$ cat config.mk
export PLATFORM = sky130hd
export DESIGN_NAME = pwr_seq_ctrl
export DESIGN_NICKNAME = d
export VERILOG_FILES = /design/src/rtl/pwr_seq_pkg.sv /design/src/rtl/pwr_seq_decode.sv /design/src/rtl/pwr_seq_check.sv /design/src/rtl/pwr_seq_timer.sv /design/src/rtl/pwr_seq_ctrl.sv
export SDC_FILE = /design/constraint.sdc
export NUM_CORES = 1
export LEC_CHECK = 0
export CAP_MARGIN = 5
export CORE_MARGIN = 2
export CORE_UTILIZATION = 47
export DETAILED_ROUTE_END_ITERATION = 8
export MAX_ROUTING_LAYER = met4
export PLACE_DENSITY = 0.8
export SKIP_CTS_REPAIR_TIMING = 1
export SYNTH_ARGS = -nofsm -noshare
export SYNTH_HDL_FRONTEND = slang
export SYNTH_HIERARCHICAL = 1
export SYNTH_SLANG_ARGS = --single-unit
$ cat constraint.sdc
create_clock -name clk -period 3.2 [get_ports clk]
set_clock_uncertainty 0.2 [all_clocks]
set_input_delay 0.64 -clock clk [delete_from_list [all_inputs] [get_ports clk]]
set_output_delay 0.64 -clock clk [all_outputs]
set_load 0.01 [all_outputs]
$ cat src/rtl/pwr_seq_pkg.sv
package pwr_seq_pkg;
    localparam int NUM_DOM = 10;
    localparam int REQ_W   = 2 * NUM_DOM;
    localparam int DOM_W   = 4;
    localparam int STAT_W  = 32;
    localparam int POS_W   = $clog2(STAT_W);

    typedef enum logic [1:0] {
        S_IDLE   = 2'd0,
        S_POLL   = 2'd1,
        S_PAUSE  = 2'd2,
        S_FINISH = 2'd3
    } seq_state_t;

    // Status bit position of each domain.
    function automatic logic [POS_W-1:0] stat_pos(input logic [DOM_W-1:0] dom);
        logic [POS_W-1:0] p;
        unique case (dom)
            4'd0:    p = POS_W'(7);
            4'd1:    p = POS_W'(21);
            4'd2:    p = POS_W'(5);
            4'd3:    p = POS_W'(3);
            4'd4:    p = POS_W'(20);
            4'd5:    p = POS_W'(24);
            4'd6:    p = POS_W'(23);
            4'd7:    p = POS_W'(22);
            4'd8:    p = POS_W'(4);
            4'd9:    p = POS_W'(25);
            default: p = '0;
        endcase
        return p;
    endfunction
endpackage

$ cat src/rtl/pwr_seq_decode.sv
module pwr_seq_decode
    import pwr_seq_pkg::*;
(
    input  logic [DOM_W-1:0] dom_i,
    input  logic             on_i,
    output logic             valid_o,
    output logic [REQ_W-1:0] req_o,
    output logic [POS_W-1:0] pos_o
);
    assign valid_o = (dom_i < DOM_W'(NUM_DOM));
    assign pos_o   = stat_pos(dom_i);

    for (genvar i = 0; i < NUM_DOM; i++) begin : g_on_half
        assign req_o[i] = valid_o && on_i && (dom_i == DOM_W'(i));
    end
    for (genvar j = NUM_DOM; j < REQ_W; j++) begin : g_off_half
        assign req_o[j] = valid_o && !on_i && (dom_i == DOM_W'(j - NUM_DOM));
    end
endmodule

$ cat src/rtl/pwr_seq_check.sv
module pwr_seq_check
    import pwr_seq_pkg::*;
(
    input  logic [REQ_W-1:0]  req_i,
    input  logic              on_i,
    input  logic [POS_W-1:0]  pos_i,
    input  logic [REQ_W-1:0]  ack_i,
    input  logic [STAT_W-1:0] sta_pri_i,
    input  logic [STAT_W-1:0] sta_sec_i,
    output logic              hit_o
);
    logic ack_ok, pri_ok, sec_ok;

    always_comb begin
        ack_ok = |(ack_i & req_i);
        pri_ok = (sta_pri_i[pos_i] == on_i);
        sec_ok = (sta_sec_i[pos_i] == on_i);
        hit_o  = ack_ok && pri_ok && sec_ok;
    end
endmodule

$ cat src/rtl/pwr_seq_timer.sv
module pwr_seq_timer #(
    parameter int POLL_GAP  = 4,
    parameter int MAX_POLLS = 10000
) (
    input  logic clk,
    input  logic rst_n,
    input  logic clear_i,
    input  logic load_i,
    input  logic run_i,
    input  logic bump_i,
    output logic gap_done_o,
    output logic last_poll_o
);
    localparam int GW = (POLL_GAP > 1) ? $clog2(POLL_GAP + 1) : 1;
    localparam int PW = $clog2(MAX_POLLS + 2);

    logic [GW-1:0] gap_cnt;
    logic [PW-1:0] poll_cnt;

    always_ff @(posedge clk or negedge rst_n) begin
        if (!rst_n) begin
            gap_cnt <= '0;
        end else if (load_i) begin
            gap_cnt <= GW'(POLL_GAP - 1);
        end else if (run_i && gap_cnt != '0) begin
            gap_cnt <= gap_cnt - 1'b1;
        end
    end

    always_ff @(posedge clk or negedge rst_n) begin
        if (!rst_n) begin
            poll_cnt <= '0;
        end else if (clear_i) begin
            poll_cnt <= '0;
        end else if (bump_i) begin
            poll_cnt <= poll_cnt + 1'b1;
        end
    end

    assign gap_done_o  = (gap_cnt == '0);
    assign last_poll_o = (poll_cnt == PW'(MAX_POLLS));

    AST_POLL_BOUND: assert property (@(posedge clk) disable iff (!rst_n)
        poll_cnt <= PW'(MAX_POLLS));
    AST_GAP_BOUND: assert property (@(posedge clk) disable iff (!rst_n)
        load_i |=> gap_cnt == GW'(POLL_GAP - 1));
endmodule

$ cat src/rtl/pwr_seq_ctrl.sv
module pwr_seq_ctrl
    import pwr_seq_pkg::*;
#(
    parameter int POLL_GAP  = 4,
    parameter int MAX_POLLS = 10000
) (
    input  logic              clk,
    input  logic              rst_n,
    input  logic              start_i,
    input  logic [3:0]        dom_sel_i,
    input  logic              pwr_on_i,
    input  logic [19:0]       ack_vec_i,
    input  logic [31:0]       sta_pri_i,
    input  logic [31:0]       sta_sec_i,
    output logic [19:0]       req_vec_o,
    output logic              ctrl_en_o,
    output logic              busy_o,
    output logic              done_o,
    output logic              error_o
);
    seq_state_t state_q, state_d;

    logic [REQ_W-1:0] req_q,  dec_req;
    logic [POS_W-1:0] pos_q,  dec_pos;
    logic             on_q,   err_q, err_d;
    logic             dec_valid, hit;
    logic             gap_done, last_poll;
    logic             accept, t_clear, t_load, t_run, t_bump;

    pwr_seq_decode u_decode (
        .dom_i   (dom_sel_i),
        .on_i    (pwr_on_i),
        .valid_o (dec_valid),
        .req_o   (dec_req),
        .pos_o   (dec_pos)
    );

    pwr_seq_check u_check (
        .req_i     (req_q),
        .on_i      (on_q),
        .pos_i     (pos_q),
        .ack_i     (ack_vec_i),
        .sta_pri_i (sta_pri_i),
        .sta_sec_i (sta_sec_i),
        .hit_o     (hit)
    );

    pwr_seq_timer #(
        .POLL_GAP  (POLL_GAP),
        .MAX_POLLS (MAX_POLLS)
    ) u_timer (
        .clk         (clk),
        .rst_n       (rst_n),
        .clear_i     (t_clear),
        .load_i      (t_load),
        .run_i       (t_run),
        .bump_i      (t_bump),
        .gap_done_o  (gap_done),
        .last_poll_o (last_poll)
    );

    // Next-state and timer control
    always_comb begin
        state_d = state_q;
        err_d   = err_q;
        accept  = 1'b0;
        t_clear = 1'b0;
        t_load  = 1'b0;
        t_run   = 1'b0;
        t_bump  = 1'b0;
        unique case (state_q)
            S_IDLE: begin
                if (start_i) begin
                    if (dec_valid) begin
                        state_d = S_POLL;
                        err_d   = 1'b0;
                        accept  = 1'b1;
                        t_clear = 1'b1;
                    end else begin
                        state_d = S_FINISH;
                        err_d   = 1'b1;
                    end
                end
            end
            S_POLL: begin
                if (hit) begin
                    state_d = S_FINISH;
                    err_d   = 1'b0;
                end else if (last_poll) begin
                    state_d = S_FINISH;
                    err_d   = 1'b1;
                end else begin
                    state_d = S_PAUSE;
                    t_load  = 1'b1;
                end
            end
            S_PAUSE: begin
                t_run = 1'b1;
                if (gap_done) begin
                    state_d = S_POLL;
                    t_bump  = 1'b1;
                end
            end
            S_FINISH: begin
                state_d = S_IDLE;
            end
            default: state_d = S_IDLE;
        endcase
    end

    // State and latched-command registers
    always_ff @(posedge clk or negedge rst_n) begin
        if (!rst_n) begin
            state_q <= S_IDLE;
            req_q   <= '0;
            pos_q   <= '0;
            on_q    <= 1'b0;
            err_q   <= 1'b0;
        end else begin
            state_q <= state_d;
            err_q   <= err_d;
            if (accept) begin
                req_q <= dec_req;
                pos_q <= dec_pos;
                on_q  <= pwr_on_i;
            end
        end
    end

    // Outputs
    always_comb begin
        req_vec_o = '0;
        ctrl_en_o = 1'b0;
        busy_o    = 1'b0;
        done_o    = 1'b0;
        unique case (state_q)
            S_IDLE: ;
            S_POLL, S_PAUSE: begin
                req_vec_o = req_q;
                ctrl_en_o = 1'b1;
                busy_o    = 1'b1;
            end
            S_FINISH: begin
                busy_o = 1'b1;
                done_o = 1'b1;
            end
            default: ;
        endcase
        error_o = err_q;
    end

    AST_REQ_ONEHOT: assert property (@(posedge clk) disable iff (!rst_n)
        $onehot0(req_vec_o));
    AST_REQ_HELD: assert property (@(posedge clk) disable iff (!rst_n)
        (req_vec_o != '0) |=> (req_vec_o == '0) || $stable(req_vec_o));
    AST_REQ_ENABLED: assert property (@(posedge clk) disable iff (!rst_n)
        (req_vec_o != '0) |-> ctrl_en_o && busy_o);
    AST_DONE_CLEAR: assert property (@(posedge clk) disable iff (!rst_n)
        done_o |-> (req_vec_o == '0) && !ctrl_en_o);
    AST_DONE_PULSE: assert property (@(posedge clk) disable iff (!rst_n)
        done_o |=> !done_o);
    AST_ERR_HOLD: assert property (@(posedge clk) disable iff (!rst_n)
        (!busy_o && !start_i) |=> $stable(error_o));
endmodule

**Word level (Yosys, flattened, before mapping)**

Memories as Yosys holds them, arrays and structs flattened. A register that Yosys moved wholly into a read port is not among the register bits.
Index checks and enable logic that the tools add are counted.

- Add/sub/neg operators: 2
- $lt $le $gt $ge: 2
- Equality and inequality tests: 18
- Muxes and demuxes: 32
- Bitwise operators: 1
- Reduce and logical (&&, ||, !) cells: 39

Operators with widths:

| operator | count |
|---|---|
| 2-to-1 mux 14 bit | 2 |
| logical AND 1 bit | 25 |
| bitwise AND 20 bit | 1 |
| 2-to-1 mux 1 bit | 20 |
| 2-to-1 mux 20 bit | 1 |
| OR reduction 20 bit | 1 |
| equality test 4 x 3 -> 1 bit (second input constant) | 4 |
| adder 14 x 1 -> 14 bit (second input constant) | 1 |
| equality test 14 bit (second input constant) | 1 |
| binary-select mux 1 bit (select 5 bit) | 2 |
| equality test 4 x 2 -> 1 bit (second input constant) | 2 |
| equality test 4 bit (second input constant) | 2 |
| case mux 2 bit (4 select lines) | 1 |
| less-than comparator 5 x 6 -> 1 bit (second input constant) | 1 |
| 2-to-1 mux 2 bit | 3 |
| 2-to-1 mux 3 bit | 2 |
| nonzero test 2 bit | 3 |
| equality test 2 bit (second input constant) | 2 |
| equality test 4 x 1 -> 1 bit (second input constant) | 1 |
| zero test 4 bit | 1 |
| less-than comparator 4 bit (second input constant) | 1 |
| != test 2 bit (second input constant) | 2 |
| zero test 3 bit | 1 |
| != test 3 bit (second input constant) | 1 |
| 11 further kinds | 13 |

- Bits in registers: 41
- Memory bits (read-only): 80
- Input bits: 92
- Memories: 1

Memory list:

| memory | depth | width | read ports | clocked after Yosys merged registers in | write ports | line | text |
|---|---|---|---|---|---|---|---|
| (name not given) | 16 | 5 | 1 | 1 | 0 | pwr_seq_pkg.sv:18 | `unique case (dom)` |

**Depth between registers and ports, before layout**

Gate-level depths: netlist of the first run.

- Depth in word-level cells: 8
- Gate-level depth with buffers: 12
- Gate-level depth less buffers: 10

**Cells and area by module**

The synthesis of the first run kept the hierarchy.

By module, submodules not included:

| module | times used | cells an instance | area each (sq um) |
|---|---|---|---|
| pwr_seq_ctrl | 1 | 109 | 1466.4 |
| pwr_seq_timer | 1 | 96 | 952.2 |
| pwr_seq_check | 1 | 91 | 735.7 |
| pwr_seq_decode | 1 | 55 | 369.1 |

**Worst setup path before layout of the first run**

No wires, ideal clock.

- Path type: input to register
- Start point: input port dom_sel_i[2]
- End point: register u_timer.poll_cnt[13]
- Setup time: 0.128 ns
- Arrival time: 2.611 ns
- Slack: 0.261 ns
- Stages on the path: 9
- Cells stage by stage: clkbuf_1 o21ai_0 nand3_4 buf_6 inv_1 buf_4 o2111ai_1 nor4_1 mux2_1

- Word-level cells in the longest chain between the ends: 5

Ends and longest elaborated chain:

| item | line | text |
|---|---|---|
| start: declaration | pwr_seq_ctrl.sv:10 | `input logic [3:0] dom_sel_i,` |
| less-than comparator 4 bit (*) | pwr_seq_decode.sv:10 | `assign valid_o = (dom_i < DOM_W'(NUM_DOM));` |
| via dec_valid | pwr_seq_ctrl.sv:26 | `logic dec_valid, hit;` |
| 2-to-1 mux 1 bit (*) (3 in a row) | - |  |
| via accept | pwr_seq_ctrl.sv:28 | `logic accept, t_clear, t_load, t_run, t_bump;` |
| 2-to-1 mux 14 bit / nonzero test 2 bit (equally long branches) | - |  |
| end signal: assignment | pwr_seq_timer.sv:36 | `poll_cnt <= poll_cnt + 1'b1;` |
| end: declaration | pwr_seq_timer.sv:18 | `logic [PW-1:0] poll_cnt;` |

The timed path passes the listed nets; every way through them passes the cells marked *.
A chain may end at the register's enable or synchronous reset.

**Worst setup path after layout of the first run**

- Start point: register state_q[1]
- End point: output port req_vec_o[16]

- Word-level cells in the longest chain between the ends: 3

Ends and longest elaborated chain:

| item | line | text |
|---|---|---|
| start: declaration | pwr_seq_ctrl.sv:21 | `seq_state_t state_q, state_d;` |
| start signal: assignment | pwr_seq_ctrl.sv:120 | `state_q <= state_d;` |
| equality test 2 x 1 -> 1 bit / equality test 2 bit (equally long branches) | pwr_seq_ctrl.sv:136 | `unique case (state_q)` |
| OR reduction 2 bit (*) | pwr_seq_ctrl.sv:136 |  |
| 2-to-1 mux 20 bit (*) | pwr_seq_ctrl.sv:136 |  |
| end: declaration | pwr_seq_ctrl.sv:15 | `output logic [19:0] req_vec_o,` |

Mark *: on every way between the ends. The rest lies on a longest branch, timed or not.

==> qor.yml, run 1 <==
status: "finished, final reports clean"
final_nets: 570
start_util_pct: 48.6
cts.sinks: 46
cts_buffers: 5
register_area_mm2: 0.00115
syn_avg_cell_area_um2: 10.0
ys_async_sr_fraction_pct: 100
leakage_nw: 2.14
drv_slew: 0
fp.dieH_um: 90.6
grtUsageTotal_pct: 23.3
io_pins: 116
grt_max_degree: 47
cpLargestDelayFamily: "buffers and inverters"
dp_hpwl_um: 7010
ys_seq_area_share_pct: 32.7
power_frac_clock_pct: 16.3
max_cap_viol_count: 0
required_ns: 2.36
cp_max_fo: 21
grt_pass1_vias: 3098
yosysWarnings: 6
tightestPinTransition_ns: 1.02
drt-pass1-iter-count: 4
crit_buf_inv: 2
cts_max_level: 2
hold_viol: 0
area_growth_pct: 37.3
cts_root_buffer: "clkbuf_8"
rr_worst_depth: 11
drcViolationCount: 0
via_per_inst: 5.44
gp_congestion: 0.855
setup_violations: 0
r2r_end: "u_timer/gap_cnt[2]"
power_frac_seq_pct: 29.8
synth_cells: 351
crit_slowest_cell: "ha_2"
clk_latency_ns: 0.30
start_kind: "register"
fmax_ghz: 0.339
overflow: 0
antenna_found_initial: 0
synth_edf_count: 0
crit_path_cell_trace: "inv_1, ha_2, and2_1, clkdlybuf4s50_1"
wl_per_cell_um: 16.0
fillers: 587
cp.arrival_ns: 2.11
syn_nets: 458
ys_ff_latch: 46
critPathKind: "register to output pin"
core-area_mm2: 0.00725
tritoncts: "built"
drtIter0Drc: 155
row_count: 31
switching_share_pct: 37.4
p_sw_mw: 1.01
postRouteAntennaNets: 0
fin_area_mm2: 0.00484
p_int_mw: 1.69
die_area_mm2: 0.00820
multi_input_area_mm2: 0.00216
powerDensity_mw_per_mm2: 559
synth_area_mm2: 0.00352
routed_wl_um: 9020
synth-main-ff-cell: "dfrtp_1"
synth_cell_types: 57
cts_buffer_depth: 2
tns_ns: 0
min_path_type: "primary input to asynchronous set/reset pin"
slew_headroom_pct: 32.2
reg2reg_from: "pos_q[1]"
max_stage_delay_ns: 0.55
end_kind: "output pin"
drive_gt1_share_pct: 12.1
period_needed_ns: 2.95
grt_pass1_wl_um: 15100
via_count: 3057
antenna_cells: 0
rrSetupSlack_ns: 0.39
place_area_mm2: 0.00472
vdd_drop_max_mv: 0.498
chipWidth_um: 90.6
portBuffers: 115
clkTransAtPathRegs_ns: 0.08
fin_crit_sh_pct: 92.3
grt_setup_unrepaired: "false"
total_power_mw: 2.70
comb_power_share_pct: 54.0
[state kept, by name, indices dropped and copies added (netlist names)]
| register | count |
|---|---|
| error_o | 1 |
| u_timer/poll_cnt | 14 |
| state_q | 2 |
| on_q | 1 |
| req_q | 20 |
| u_timer/gap_cnt | 3 |
| pos_q | 5 |
[synthesized netlist by cell type (4+ instances only)]
cell type  count  share of area (%)
nor3_1         5               0.71
or4_1          5                1.1
o21ai_0        7               0.99
nand2_1       14                1.5
buf_2          4               0.57
mux2i_1       34                9.7
inv_1         17                1.8
dfrtp_1       46                 33
o31ai_1        4               0.85
ha_1          15                5.3
a21oi_1        9                1.3
mux2_2         7                2.2
clkbuf_1       4               0.43
a221oi_1       4               0.99
nand2b_1      10                1.8
and2_1        23                4.1
nand4_1        4               0.71
mux2_4        19                8.1
nor4_1         4               0.71
nand3_1        4               0.57
and3_1         7                1.2
buf_6          7                2.2
nor2b_1       10                1.8
a22oi_1       20                4.3
nor2_1        20                2.1
[cell usage in the layout, fill, tap and decap left out, drive strengths merged, types with 5 or more instances in the layout]
master,n
clkdlybuf4s50,114
mux2i,34
a21oi,9
buf,10
clkbuf,6
or4,5
dfrtp,46
nand2,14
nand2b,10
mux2,29
nor2b,11
ha,15
a22oi,20
and3,8
nand3,5
and2,23
inv,17
nor3,5
nor2,22
nand4,5
o21ai,9
[cells by family after synthesis]
family	share of synthesized area, %
simple gates	20.5
mux	21.0
compound gates	13.0
flops	32.7
buf+inv	6.11
fa+ha+maj	5.33
xor+xnor	1.49
[layout make-up]
cell class | instances | area share (%)
multi-input cells | 269 | 44.6
repair buffers | 124 | 25.3
flip-flops and latches | 46 | 23.8
well taps | 99 | 2.56
clock buffers | 6 | 1.71
inverters | 17 | 1.32
clock inverters | 1 | 0.621
[worst max path at each step]
| stage | from | end | slack (ns) | cells after the start |
|---|---|---|---|---|
| 6_report | state_q[1] | req_vec_o[16] | 0.25 | 4 |
| 4_1_cts | state_q[1] | req_vec_o[16] | 0.09 | 4 |
| 3_5_place_dp | sta_sec_i[26] | u_timer/gap_cnt[1] | 0.07 | 11 |
| 5_1_grt | state_q[1] | req_vec_o[15] | 0.12 | 4 |
| 3_3_place_gp | sta_sec_i[29] | u_timer/gap_cnt[1] | 0.20 | 11 |
| 2_1_floorplan | dom_sel_i[2] | u_timer/poll_cnt[13] | 0.26 | 9 |
[metal layers]
metal / part of all wire, % / GRT usage [%] / vias to the layer above
met3: 5.7 / 4.84 / 8
li1: - / - / 1491
met5: 0 / - / -
met2: 49 / 38.3 / 95
met1: 44 / 29.0 / 1463
met4: 1.2 / 7.18 / 0
[per-stage QoR]
stage          std cells  worst slack, ns  hold slack, ns  util [%]
6_report             562            0.247           0.307      66.7
5_1_grt              562            0.117           0.367      66.7
4_1_cts              562           0.0877           0.334      66.7
3_5_place_dp         555           0.0735           0.316      65.1
3_3_place_gp         555            0.195           0.317      65.1
2_1_floorplan        351            0.261           0.144         -
[power groups by stage]
stage / combinational, mW / clock [mW] / sequential (mW)
floorplan: 1.07 / 0 / 0.785
global placement: 1.42 / 0 / 0.812
detailed placement: 1.45 / 0 / 0.815
CTS: 1.46 / 0.455 / 0.806
global route: 1.61 / 0.472 / 0.823
finish: 1.46 / 0.439 / 0.804
Power figures use the tool's default switching activity.
==> inputs of run 2 (changes only) <==
Settings changed: SETUP_SLACK_MARGIN set to 0.1.
==> results of run 2 <==
Final layout, timing and power as in run 1 (identical DEF).
==> inputs of run 3 (changes only) <==
Settings changed: CORE_UTILIZATION 47 to 46, SYNTH_HIERARCHICAL 1 to unset.
==> run 3 against run 2 <==
  * Fmax rose by 4.5%
  * Worst hold slack worse by 0.015 ns
  * Via count grew 6.3%
  * Sequential power decreased by 28%
  * Largest cell class unchanged
  * Count of clock-buffer cells in the layout decreased by 1
==> qor.yml, run 3 <==
portBuffers: 115
dp_hpwl_um: 7080
min_path_type: "primary input to asynchronous set/reset pin"
cts_buffers: 5
yosysTopAreaCell: "dfrtp_1"
area_growth_pct: 40.3
synthMostInstantiatedCell: "nand2_1"
rr_worst_depth: 8
reg.largest.list: "req_q x20, u_timer.poll_cnt x14, pos_q x5"
vdd_drop_max_mv: 0.182
largest_reg_flops: 20
core-area_mm2: 0.00687
hold_viol: 0
layout_commonest_cell: "clkdlybuf4s50_1"
multi_input_area_mm2: 0.00199
io_pins: 116
cts_max_level: 2
setup_violations: 0
routed_wl_um: 9180
ys_seq_area_share_pct: 34.9
cts.sinks: 46
reg2reg_from: "state_q[0]"
antenna_cells: 0
ys_ff_latch: 46
synth_area_mm2: 0.00330
wl_per_cell_um: 15.5
required_ns: 2.36
synthTopCellsByCount: "nand2_1 (60), dfrtp_1 (46), mux2i_1 (31)"
cp.arrival_ns: 1.99
top_register: "req_q"
start_util_pct: 48.0
fp.dieH_um: 88.7
antenna_found_initial: 0
layout_setup_ws_ns: 0.373
rrSetupSlack_ns: 0.69
drive_gt1_share_pct: 4.23
grt_max_degree: 47
critPathKind: "register to output pin"
tightestPinTransition_ns: 1.02
place_ws_ns: 0.362
drt-pass1-iter-count: 5
overflow: 0
powerDensity_mw_per_mm2: 258
status: "finished, final reports clean"
tns_ns: 0
end_kind: "output pin"
grt_pass1_wl_um: 14400
die_area_mm2: 0.00786
cp_max_fo: 21
drcViolationCount: 0
cts_buffer_depth: 2
ys_async_sr_fraction_pct: 100
clkTransAtPathRegs_ns: 0.09
row_count: 30
chipWidth_um: 88.7
leakage_nw: 1.91
grt_pass1_vias: 3122
fmax_ghz: 0.354
start_kind: "register"
r2r_end: "u_timer.poll_cnt[12]"
synth_cells: 388
via_count: 3251
synth-main-ff-cell: "dfrtp_1"
drv_slew: 0
yosysTopAreaCellShare_pct: 34.9
cts_root_buffer: "clkbuf_8"
fillers: 610
clk_latency_ns: 0.30
fin_crit_sh_pct: 88.3
register_area_mm2: 0.00115
postRouteAntennaNets: 0
tritoncts: "built"
drtIter0Drc: 176
synth_cell_types: 44
gp_congestion: 0.820
syn_avg_cell_area_um2: 8.50
max_cap_viol_count: 0
yosysWarnings: 0
syn_nets: 495
final_cell_mix: "clkdlybuf4s50_1 (114), nand2_1 (60), dfrtp_1 (46)"
final_nets: 602
ys_top_cells_by_area: "dfrtp_1 (35%), mux2i_1 (9.4%), nand2_1 (6.8%)"
synth_edf_count: 0
slew_headroom_pct: 32.2
grtUsageTotal_pct: 24.1
grt_setup_unrepaired: "false"
period_needed_ns: 2.83
via_per_inst: 5.49
run 3: cell types whose count changed in the layout (fill, tap and decap cells not counted), sizes merged, moves of 4 or more:
cell,before,now
a22oi,20,16
xor2,3,8
nand3,5,15
nor3,5,9
o31ai,4,13
mux2,29,0
and3,8,4
or4,5,0
nor2b,11,6
buf,10,5
o21ai,9,19
nand2,14,60
nor2,22,28
or3,2,7
run 3: critical path, stage by stage, from the launching register on:
cell and delay [ns]:
dfrtp_1 0.46, inv_1 0.14, ha_4 0.38, and2_1 0.15, clkdlybuf4s50_1 0.54
run 3: kinds of logic after synthesis:
| kind of cell | after synthesis | synth area share [%] |
|---|---|---|
| XOR/XNOR | 10 | 2.66 |
| buffers and inverters | 34 | 5.12 |
| AO/OA/AOI/OAI | 77 | 16.2 |
| adder cells (fa/ha/maj) | 15 | 5.69 |
| flip-flops | 46 | 34.9 |
| multiplexers | 31 | 9.41 |
| AND/OR/NAND/NOR | 175 | 26.0 |
run 3: layout make-up:
cell class | instances | share of cell area (%)
flip-flops and latches | 46 | 24.9
repair buffers | 119 | 26.0
clock buffers | 5 | 1.49
inverters | 15 | 1.22
multi-input cells | 308 | 43.0
clock inverters | 3 | 0.865
well taps | 96 | 2.60
run 3: how the worst max path moves through the flow:
stage,startpoint,endpoint,slack [ns]
floorplan,ack_vec_i[1],u_timer.gap_cnt[2],1.07
global placement,ack_vec_i[1],u_timer.gap_cnt[2],0.44
detailed placement,ack_vec_i[1],u_timer.gap_cnt[2],0.36
CTS,state_q[0],req_vec_o[1],0.07
global route,state_q[0],req_vec_o[16],0.22
finish,state_q[0],req_vec_o[1],0.37
run 3: layer usage:
layer  up-vias  global-route usage [%]  wire [um]  part of all wire, %
li1       1580                       -          -                    -
met1      1527                    29.1       3930                   43
met2       135                    42.1       4370                   48
met3         9                    4.66        815                  8.9
met4         0                    4.68         66                 0.72
met5         -                       -          0                    0
run 3: report_power, final:
| group | leakage (nW) | internal [mW] | switching, mW | total, mW |
|---|---|---|---|---|
| Combinational | 1.23 | 0.116 | 0.0638 | 0.180 |
| Clock | 0.0579 | 0.230 | 0.202 | 0.432 |
| Sequential | 0.619 | 0.581 | 0 | 0.581 |
run 3: through the flow:
stage                     total power [mW]  hold slack (ns)  cells  area [um^2]  utilization (%)
after global placement               0.770            0.286    584         4510             65.6
after floorplan                      0.636            0.144    388         3300                -
after global routing                  1.24            0.341    592         4630             67.4
final                                 1.19            0.292    592         4630             67.4
after detailed placement             0.773            0.292    584         4510             65.6
after CTS                             1.20            0.312    592         4610             67.2
